<file path="config.mk">
export PLATFORM = sky130hd
export DESIGN_NAME = iova_table_walker
export DESIGN_NICKNAME = d
export VERILOG_FILES = /design/src/rtl/xw_pkg.sv /design/src/rtl/xw_entry_dec.sv /design/src/rtl/xw_fault_log.sv /design/src/rtl/xw_walk_fsm.sv /design/src/rtl/iova_table_walker.sv
export SDC_FILE = /design/constraint.sdc
export NUM_CORES = 1
export LEC_CHECK = 0
export BUFFER_PORTS_ARGS = -buffer_cell sky130_fd_sc_hd__buf_2
export CAP_MARGIN = 15
export CORE_MARGIN = 3
export CORE_UTILIZATION = 54
export DETAILED_ROUTE_END_ITERATION = 10
export HOLD_SLACK_MARGIN = 0.08
export PLACE_DENSITY = 0.85
export SETUP_SLACK_MARGIN = 0.4
export SYNTH_ARGS = -nofsm -noshare
export SYNTH_HDL_FRONTEND = slang
export SYNTH_SLANG_ARGS = --single-unit
export TNS_END_PERCENT = 50
</file>
<file path="constraint.sdc">
create_clock -name clk -period 4.5 [get_ports clk]
set_clock_uncertainty 0.15 [all_clocks]
set_input_delay 0.45 -clock clk [delete_from_list [all_inputs] [get_ports clk]]
set_output_delay 0.45 -clock clk [all_outputs]
set_load 0.005 [all_outputs]
</file>
<file path="src/rtl/xw_pkg.sv">
package xw_pkg;
    localparam int VA_W        = 32;
    localparam int PAGE_W      = 12;
    localparam int L1_IDX_LSB  = 20;
    localparam int L2_IDX_LSB  = 12;
    localparam int PT_ALIGN_W  = 10;
    localparam int ACI_W       = 4;
    localparam int STAT_L1_BIT = 16;
    localparam int STAT_L2_BIT = 17;
    localparam int N_LEVELS    = 2;
    localparam logic [1:0] L1_VALID_CODE = 2'b01;

    typedef enum logic [2:0] {
        ST_IDLE,
        ST_L1_ISSUE,
        ST_L1_WAIT,
        ST_L2_ISSUE,
        ST_L2_WAIT,
        ST_DONE,
        ST_FAULT
    } walk_state_e;
endpackage

</file>
<file path="src/rtl/xw_entry_dec.sv">
module xw_entry_dec
    import xw_pkg::*;
(
    input  logic [VA_W-1:0]   entry,
    output logic              l1_ok,
    output logic [VA_W-1:0]   l1_pt_base,
    output logic              l2_ok,
    output logic [VA_W-PAGE_W-1:0] l2_page,
    output logic [ACI_W-1:0]  l2_aci
);
    logic unused_rsvd;

    always_comb begin
        l1_ok      = (entry[1:0] == L1_VALID_CODE);
        l1_pt_base = {entry[VA_W-1:PT_ALIGN_W], {PT_ALIGN_W{1'b0}}};
        l2_ok      = entry[1];
        l2_page    = entry[VA_W-1:PAGE_W];
        l2_aci     = entry[7:4];
        unused_rsvd = ^{entry[9:8], entry[3:2]};
    end
endmodule

</file>
<file path="src/rtl/xw_fault_log.sv">
module xw_fault_log
    import xw_pkg::*;
#(
    parameter int N_MASTERS = 6,
    localparam int MID_W = (N_MASTERS > 1) ? $clog2(N_MASTERS) : 1
) (
    input  logic                 clk,
    input  logic                 rst_n,
    input  logic                 evt,
    input  logic [VA_W-1:0]      evt_addr,
    input  logic [MID_W-1:0]     evt_master,
    input  logic                 clr,
    output logic                 flag,
    output logic [VA_W-1:0]      addr,
    output logic [N_MASTERS-1:0] blame
);
    logic [N_MASTERS-1:0] hit;

    always_comb hit = N_MASTERS'(1) << evt_master;

    always_ff @(posedge clk) begin
        if (!rst_n) begin
            flag  <= 1'b0;
            addr  <= '0;
            blame <= '0;
        end else if (evt) begin
            flag  <= 1'b1;
            addr  <= evt_addr;
            blame <= (clr ? '0 : blame) | hit;
        end else if (clr) begin
            flag  <= 1'b0;
            blame <= '0;
        end
    end

    // a fault event is logged on the next cycle
    p_evt_logged_r5: assert property (@(posedge clk) disable iff (!rst_n)
        evt |=> (flag && addr == $past(evt_addr) && blame[$past(evt_master)]));

    // a clear with no new fault empties the log
    p_clear_empties_r7: assert property (@(posedge clk) disable iff (!rst_n)
        (clr && !evt) |=> (!flag && blame == '0));

    // with no event and no clear the blame vector never loses bits
    p_blame_sticky_r7: assert property (@(posedge clk) disable iff (!rst_n)
        (!clr && !evt) |=> ((blame & $past(blame)) == $past(blame)));
endmodule

</file>
<file path="src/rtl/xw_walk_fsm.sv">
module xw_walk_fsm
    import xw_pkg::*;
#(
    parameter int N_MASTERS = 6,
    localparam int MID_W = (N_MASTERS > 1) ? $clog2(N_MASTERS) : 1
) (
    input  logic                    clk,
    input  logic                    rst_n,
    input  logic                    enable,
    input  logic [VA_W-1:0]         table_base,
    input  logic                    req_valid,
    output logic                    req_ready,
    input  logic [VA_W-1:0]         req_addr,
    input  logic [MID_W-1:0]        req_master,
    output logic                    rsp_valid,
    output logic [VA_W-1:0]         rsp_paddr,
    output logic [ACI_W-1:0]        rsp_aci,
    output logic [N_LEVELS-1:0]     rsp_fault,
    output logic                    mem_rd_valid,
    output logic [VA_W-1:0]         mem_rd_addr,
    input  logic                    mem_rsp_valid,
    input  logic                    l1_ok,
    input  logic [VA_W-1:0]         l1_pt_base,
    input  logic                    l2_ok,
    input  logic [VA_W-PAGE_W-1:0]  l2_page,
    input  logic [ACI_W-1:0]        l2_aci,
    output logic [N_LEVELS-1:0]     lvl_evt,
    output logic [VA_W-1:0]         evt_addr,
    output logic [MID_W-1:0]        evt_master
);
    walk_state_e state_q, state_d;

    logic [VA_W-1:0]     va_q;
    logic [MID_W-1:0]    mst_q;
    logic [VA_W-1:0]     rd_addr_q;
    logic [VA_W-1:0]     paddr_q;
    logic [ACI_W-1:0]    aci_q;
    logic [N_LEVELS-1:0] fault_q;

    logic accept;
    logic l1_back;
    logic l2_back;

    always_comb begin
        accept  = req_valid && (state_q == ST_IDLE);
        l1_back = mem_rsp_valid && (state_q == ST_L1_WAIT);
        l2_back = mem_rsp_valid && (state_q == ST_L2_WAIT);
    end

    // next state
    always_comb begin
        state_d = state_q;
        unique case (state_q)
            ST_IDLE:     if (req_valid) state_d = enable ? ST_L1_ISSUE : ST_DONE;
            ST_L1_ISSUE: state_d = ST_L1_WAIT;
            ST_L1_WAIT:  if (mem_rsp_valid) state_d = l1_ok ? ST_L2_ISSUE : ST_FAULT;
            ST_L2_ISSUE: state_d = ST_L2_WAIT;
            ST_L2_WAIT:  if (mem_rsp_valid) state_d = l2_ok ? ST_DONE : ST_FAULT;
            ST_DONE:     state_d = ST_IDLE;
            ST_FAULT:    state_d = ST_IDLE;
            default:     state_d = ST_IDLE;
        endcase
    end

    always_ff @(posedge clk) begin
        if (!rst_n) state_q <= ST_IDLE;
        else        state_q <= state_d;
    end

    // walk context
    always_ff @(posedge clk) begin
        if (!rst_n) begin
            va_q      <= '0;
            mst_q     <= '0;
            rd_addr_q <= '0;
            paddr_q   <= '0;
            aci_q     <= '0;
            fault_q   <= '0;
        end else begin
            if (accept) begin
                va_q      <= req_addr;
                mst_q     <= req_master;
                rd_addr_q <= table_base + VA_W'({req_addr[VA_W-1:L1_IDX_LSB], 2'b00});
                paddr_q   <= req_addr;
                aci_q     <= '0;
                fault_q   <= '0;
            end
            if (l1_back) begin
                if (l1_ok) begin
                    rd_addr_q <= l1_pt_base + VA_W'({va_q[L1_IDX_LSB-1:L2_IDX_LSB], 2'b00});
                end else begin
                    fault_q <= 2'b01;
                    paddr_q <= '0;
                end
            end
            if (l2_back) begin
                if (l2_ok) begin
                    paddr_q <= {l2_page, va_q[PAGE_W-1:0]};
                    aci_q   <= l2_aci;
                end else begin
                    fault_q <= 2'b10;
                    paddr_q <= '0;
                end
            end
        end
    end

    // outputs
    always_comb begin
        req_ready    = (state_q == ST_IDLE);
        mem_rd_valid = (state_q == ST_L1_ISSUE) || (state_q == ST_L2_ISSUE);
        mem_rd_addr  = rd_addr_q;
        rsp_valid    = (state_q == ST_DONE) || (state_q == ST_FAULT);
        rsp_paddr    = paddr_q;
        rsp_aci      = aci_q;
        rsp_fault    = fault_q;
        lvl_evt[0]   = l1_back && !l1_ok;
        lvl_evt[1]   = l2_back && !l2_ok;
        evt_addr     = va_q;
        evt_master   = mst_q;
    end

    // read requests are single-cycle pulses
    p_rd_pulse_r2: assert property (@(posedge clk) disable iff (!rst_n)
        mem_rd_valid |=> !mem_rd_valid);

    // an idle walker neither reads nor responds
    p_idle_quiet_r9: assert property (@(posedge clk) disable iff (!rst_n)
        req_ready |-> (!mem_rd_valid && !rsp_valid));

    // a response lasts one cycle and the walker is ready after it
    p_rsp_pulse_r10: assert property (@(posedge clk) disable iff (!rst_n)
        rsp_valid |=> (!rsp_valid && req_ready));

    // at most one fault kind, and a faulting response carries no address
    p_fault_clean_r6: assert property (@(posedge clk) disable iff (!rst_n)
        rsp_valid |-> ($countones(rsp_fault) <= 1 &&
                       (rsp_fault == '0 || (rsp_paddr == '0 && rsp_aci == '0))));
endmodule

</file>
<file path="src/rtl/iova_table_walker.sv">
module iova_table_walker
    import xw_pkg::*;
#(
    parameter int N_MASTERS = 6,
    localparam int MID_W = (N_MASTERS > 1) ? $clog2(N_MASTERS) : 1
) (
    input  logic                 clk,
    input  logic                 rst_n,
    input  logic                 enable,
    input  logic [31:0]          table_base,
    input  logic                 req_valid,
    output logic                 req_ready,
    input  logic [31:0]          req_addr,
    input  logic [MID_W-1:0]     req_master,
    output logic                 rsp_valid,
    output logic [31:0]          rsp_paddr,
    output logic [3:0]           rsp_aci,
    output logic [1:0]           rsp_fault,
    output logic                 mem_rd_valid,
    output logic [31:0]          mem_rd_addr,
    input  logic                 mem_rsp_valid,
    input  logic [31:0]          mem_rsp_data,
    input  logic                 flt_clr,
    output logic [31:0]          flt_status,
    output logic [31:0]          flt_l1_addr,
    output logic [31:0]          flt_l2_addr,
    output logic [N_MASTERS-1:0] flt_l1_blame,
    output logic [N_MASTERS-1:0] flt_l2_blame
);
    logic                   l1_ok, l2_ok;
    logic [VA_W-1:0]        l1_pt_base;
    logic [VA_W-PAGE_W-1:0] l2_page;
    logic [ACI_W-1:0]       l2_aci;
    logic [N_LEVELS-1:0]    lvl_evt;
    logic [VA_W-1:0]        evt_addr;
    logic [MID_W-1:0]       evt_master;

    logic [N_LEVELS-1:0]                lv_flag;
    logic [N_LEVELS-1:0][VA_W-1:0]      lv_addr;
    logic [N_LEVELS-1:0][N_MASTERS-1:0] lv_blame;

    xw_entry_dec u_dec (
        .entry      (mem_rsp_data),
        .l1_ok      (l1_ok),
        .l1_pt_base (l1_pt_base),
        .l2_ok      (l2_ok),
        .l2_page    (l2_page),
        .l2_aci     (l2_aci)
    );

    xw_walk_fsm #(.N_MASTERS(N_MASTERS)) u_fsm (
        .clk           (clk),
        .rst_n         (rst_n),
        .enable        (enable),
        .table_base    (table_base),
        .req_valid     (req_valid),
        .req_ready     (req_ready),
        .req_addr      (req_addr),
        .req_master    (req_master),
        .rsp_valid     (rsp_valid),
        .rsp_paddr     (rsp_paddr),
        .rsp_aci       (rsp_aci),
        .rsp_fault     (rsp_fault),
        .mem_rd_valid  (mem_rd_valid),
        .mem_rd_addr   (mem_rd_addr),
        .mem_rsp_valid (mem_rsp_valid),
        .l1_ok         (l1_ok),
        .l1_pt_base    (l1_pt_base),
        .l2_ok         (l2_ok),
        .l2_page       (l2_page),
        .l2_aci        (l2_aci),
        .lvl_evt       (lvl_evt),
        .evt_addr      (evt_addr),
        .evt_master    (evt_master)
    );

    for (genvar lv = 0; lv < N_LEVELS; lv++) begin : g_log
        xw_fault_log #(.N_MASTERS(N_MASTERS)) u_log (
            .clk        (clk),
            .rst_n      (rst_n),
            .evt        (lvl_evt[lv]),
            .evt_addr   (evt_addr),
            .evt_master (evt_master),
            .clr        (flt_clr),
            .flag       (lv_flag[lv]),
            .addr       (lv_addr[lv]),
            .blame      (lv_blame[lv])
        );
    end

    always_comb begin
        flt_status              = '0;
        flt_status[STAT_L1_BIT] = lv_flag[0];
        flt_status[STAT_L2_BIT] = lv_flag[1];
        flt_l1_addr             = lv_addr[0];
        flt_l2_addr             = lv_addr[1];
        flt_l1_blame            = lv_blame[0];
        flt_l2_blame            = lv_blame[1];
    end
endmodule

</file>
==> results.py <==
metrics = {
    "run_status": {
        "outcome": "finished clean",
    },
    "min_path": {
        "hold_depth": 3,
        "hp-class": "primary input to flip-flop",
    },
    "yosys": {
        "syn_area_um2": 8230,
        "synth_edf_count": 0,
        "synth-async-reset-ratio_pct": 0,
        "yosys_most_used_dff": "dfxtp_1",
        "ys_types": 64,
        "avgSynthCellArea_um2": 7.75,
        "yosys_warnings": 0,
        "ys_seq_elements": 186,
        "synth.yosys.seq_area_share_pct": 45.2,
        "syn_inst": 1062,
    },
    "timing": {
        "finalHoldViolations": 0,
        "setup_violations": 0,
        "final.setup.tns_ns": 0,
        "fmax_mhz": 357,
        "slew_headroom_pct": 21.4,
        "slew_viol_final": 0,
        "period_share_pct": 62.3,
        "tightest_slew_ns": 1.18,
        "fin_crit_ns": 2.80,
        "finalWorstSetupSlack_ns": 1.70,
        "rsz0062_at_grt": "no",
    },
    "cells_and_area": {
        "nets": 1385,
        "fin_util_pct": 68.2,
        "drive_above_1_share_pct": 24.6,
        "n_fill_cell": 1254,
        "syn2layout_area_growth_pct": 21.8,
        "final_common_cell": "nand2_1",
        "final_cell_mix": "273 x nand2_1, 251 x buf_2, 218 x a21oi_1, 186 x dfxtp_1, 64 x nor2_1",
    },
    "route": {
        "drt_iter0_drc": 735,
        "drtPass1Iterations": 7,
        "routedWlPerCell_um": 17.4,
        "route.final.wire_length_um": 25400,
        "dr_total_vias": 8341,
        "postRouteAntennaNets": 0,
        "drc": 0,
        "avgViaCountPerCell": 5.69,
    },
    "place": {
        "dp_hpwl_um": 17800,
        "place_congestion": 0.914,
        "io_buffers": 251,
        "post-place-ws_ns": 1.59,
    },
    "critical_path": {
        "critPathBufInv": 1,
        "worstSetupEndpointType": "flip-flop",
        "crit_arrival_ns": 3.00,
        "crit_chain": "nor3_2 > and2_2 > buf_4 > nand2_1 > or3_1 > o211ai_1",
        "reg2reg_depth": 6,
        "cp_slowest_stage_delay_ns": 0.87,
        "worst_ep_required_time_ns": 4.70,
        "path_depth": 6,
        "path_max_fanout": 49,
        "cp_top_family": "simple AND/OR/NAND/NOR gates",
        "critPathLaunchType": "flip-flop",
        "slowest_stage": "and2_2",
        "critPathKind": "flip-flop to flip-flop",
    },
    "floorplan": {
        "ios": 286,
        "core_um2": 14700,
        "fp.dieW_um": 129,
        "fp.dieH_um": 129,
        "initial_utilization_pct": 56.0,
        "rows": 44,
        "die_area_um2": 16800,
    },
    "clock_tree": {
        "h-tree-depth": 4,
        "cts_tree": "built",
        "cts_setup_buffers": 0,
        "clk_latency_ns": 0.43,
        "cts_buffers": 17,
        "cts.sinks": 186,
        "ctsLongestPathBuffers": 2,
        "cts_root_buffer": "clkbuf_16",
        "clk_pin_slew_worst_paths_ns": 0.07,
        "ctsHoldBuffers": 0,
        "post_cts_resized": 0,
    },
    "global_routing": {
        "grt_pass1_vias": 7306,
        "grt_max_degree": 106,
        "track_usage_pct": 29.2,
        "grt_first_pass_wirelength_um": 38800,
        "grt_overflow": 0,
        "antenna_found_initial": 1,
    },
    "pwr": {
        "p_leak_nw": 4.40,
        "vdd_drop_max_mv": 0.311,
        "totalPowerFinal_mw": 5.11,
        "power.density_nw_per_um2": 509,
    },
    "run": {
        "cap_violations": 0,
    },
}
final cells by class:
type	count	area, um2	share of cell area (%)
clock inverter	12	160	1.60
sequential	186	3720	37.2
tap	184	230	2.30
clock buffer	20	457	4.56
timing repair buffer	262	1350	13.5
antenna	1	2.50	0.0250
inverter	7	28.8	0.287
multi-input combinational	793	4070	40.6
kinds of logic after synthesis:
family / Yosys count / share of synthesized area, %
other: 1 / 0.0456
muxes: 4 / 0.502
and+or+nand+nor: 424 / 22.3
buffers and inverters: 112 / 6.92
DFF: 186 / 45.2
AOI/OAI and AO/OA: 301 / 20.7
xor gates and xnor gates: 21 / 2.24
adders and majority gates: 13 / 2.07
state kept, by name, indices dropped and copies added, names as in the netlist, 3 cells and up:
name               count
u_fsm.state_q          3
g_log.u_log.addr      64
u_fsm.rsp_paddr       32
u_fsm.mem_rd_addr     32
g_log.u_log.blame     12
u_fsm.evt_addr        32
u_fsm.rsp_aci          4
u_fsm.evt_master       3
per-stage QoR:
stage | area, um2 | cells | hold slack [ns]
after global routing | 10000 | 1465 | 0.0968
after global placement | 9400 | 1432 | 0.288
final | 10000 | 1465 | 0.106
after floorplan | 8340 | 1091 | 0.287
after detailed placement | 9400 | 1432 | 0.293
after CTS | 10000 | 1464 | 0.0939
power by group:
group          total (mW)  switching [mW]  leakage (nW)  internal (mW)
Combinational        1.43           0.893          2.59          0.540
Sequential           2.11           0.208          1.51           1.90
Clock                1.56           0.651         0.301          0.912
synthesized netlist by cell type (all sizes together), types with 5 or more instances:
master  instances  area share [%]
nand2         274              12
inv             7            0.32
o211ai         20             1.8
nand2b          6            0.46
xor2           12             1.3
a21oi         218              13
a31oi           5            0.46
buf            58             4.5
nor2           68             3.1
or3            15             1.1
and3            8            0.62
xnor2           9            0.96
o21ai          21             1.3
ha             12             1.8
nor3           11            0.79
clkbuf         47             2.1
dfxtp         186              45
a21o            7            0.65
nand3          10            0.61
nand4          12            0.99
worst min-delay path, cell delays in order:
cell and delay (ns):
buf_2 0.09, nand2_1 0.05, a21oi_1 0.05
metal layers:
metal	track usage, %	wire [um]	vias up
met3	6.02	2000	46
met2	46.4	11900	405
met5	0	0	-
met4	9.17	616	0
li1	-	-	3974
met1	40.3	10900	3916
path summary, 6_finish.rpt:
path | start | slack [ns] | end
hold / removal | table_base[1] | 0.11 | u_fsm.mem_rd_addr[1]
hold reg to reg | g_log[0].u_log.addr[12] | 0.30 | g_log[0].u_log.addr[12]
setup reg to reg | u_fsm.state_q[2] | 1.70 | u_fsm.mem_rd_addr[14]
setup / recovery | u_fsm.state_q[2] | 1.70 | u_fsm.mem_rd_addr[14]
Power figures use the tool's default switching activity.
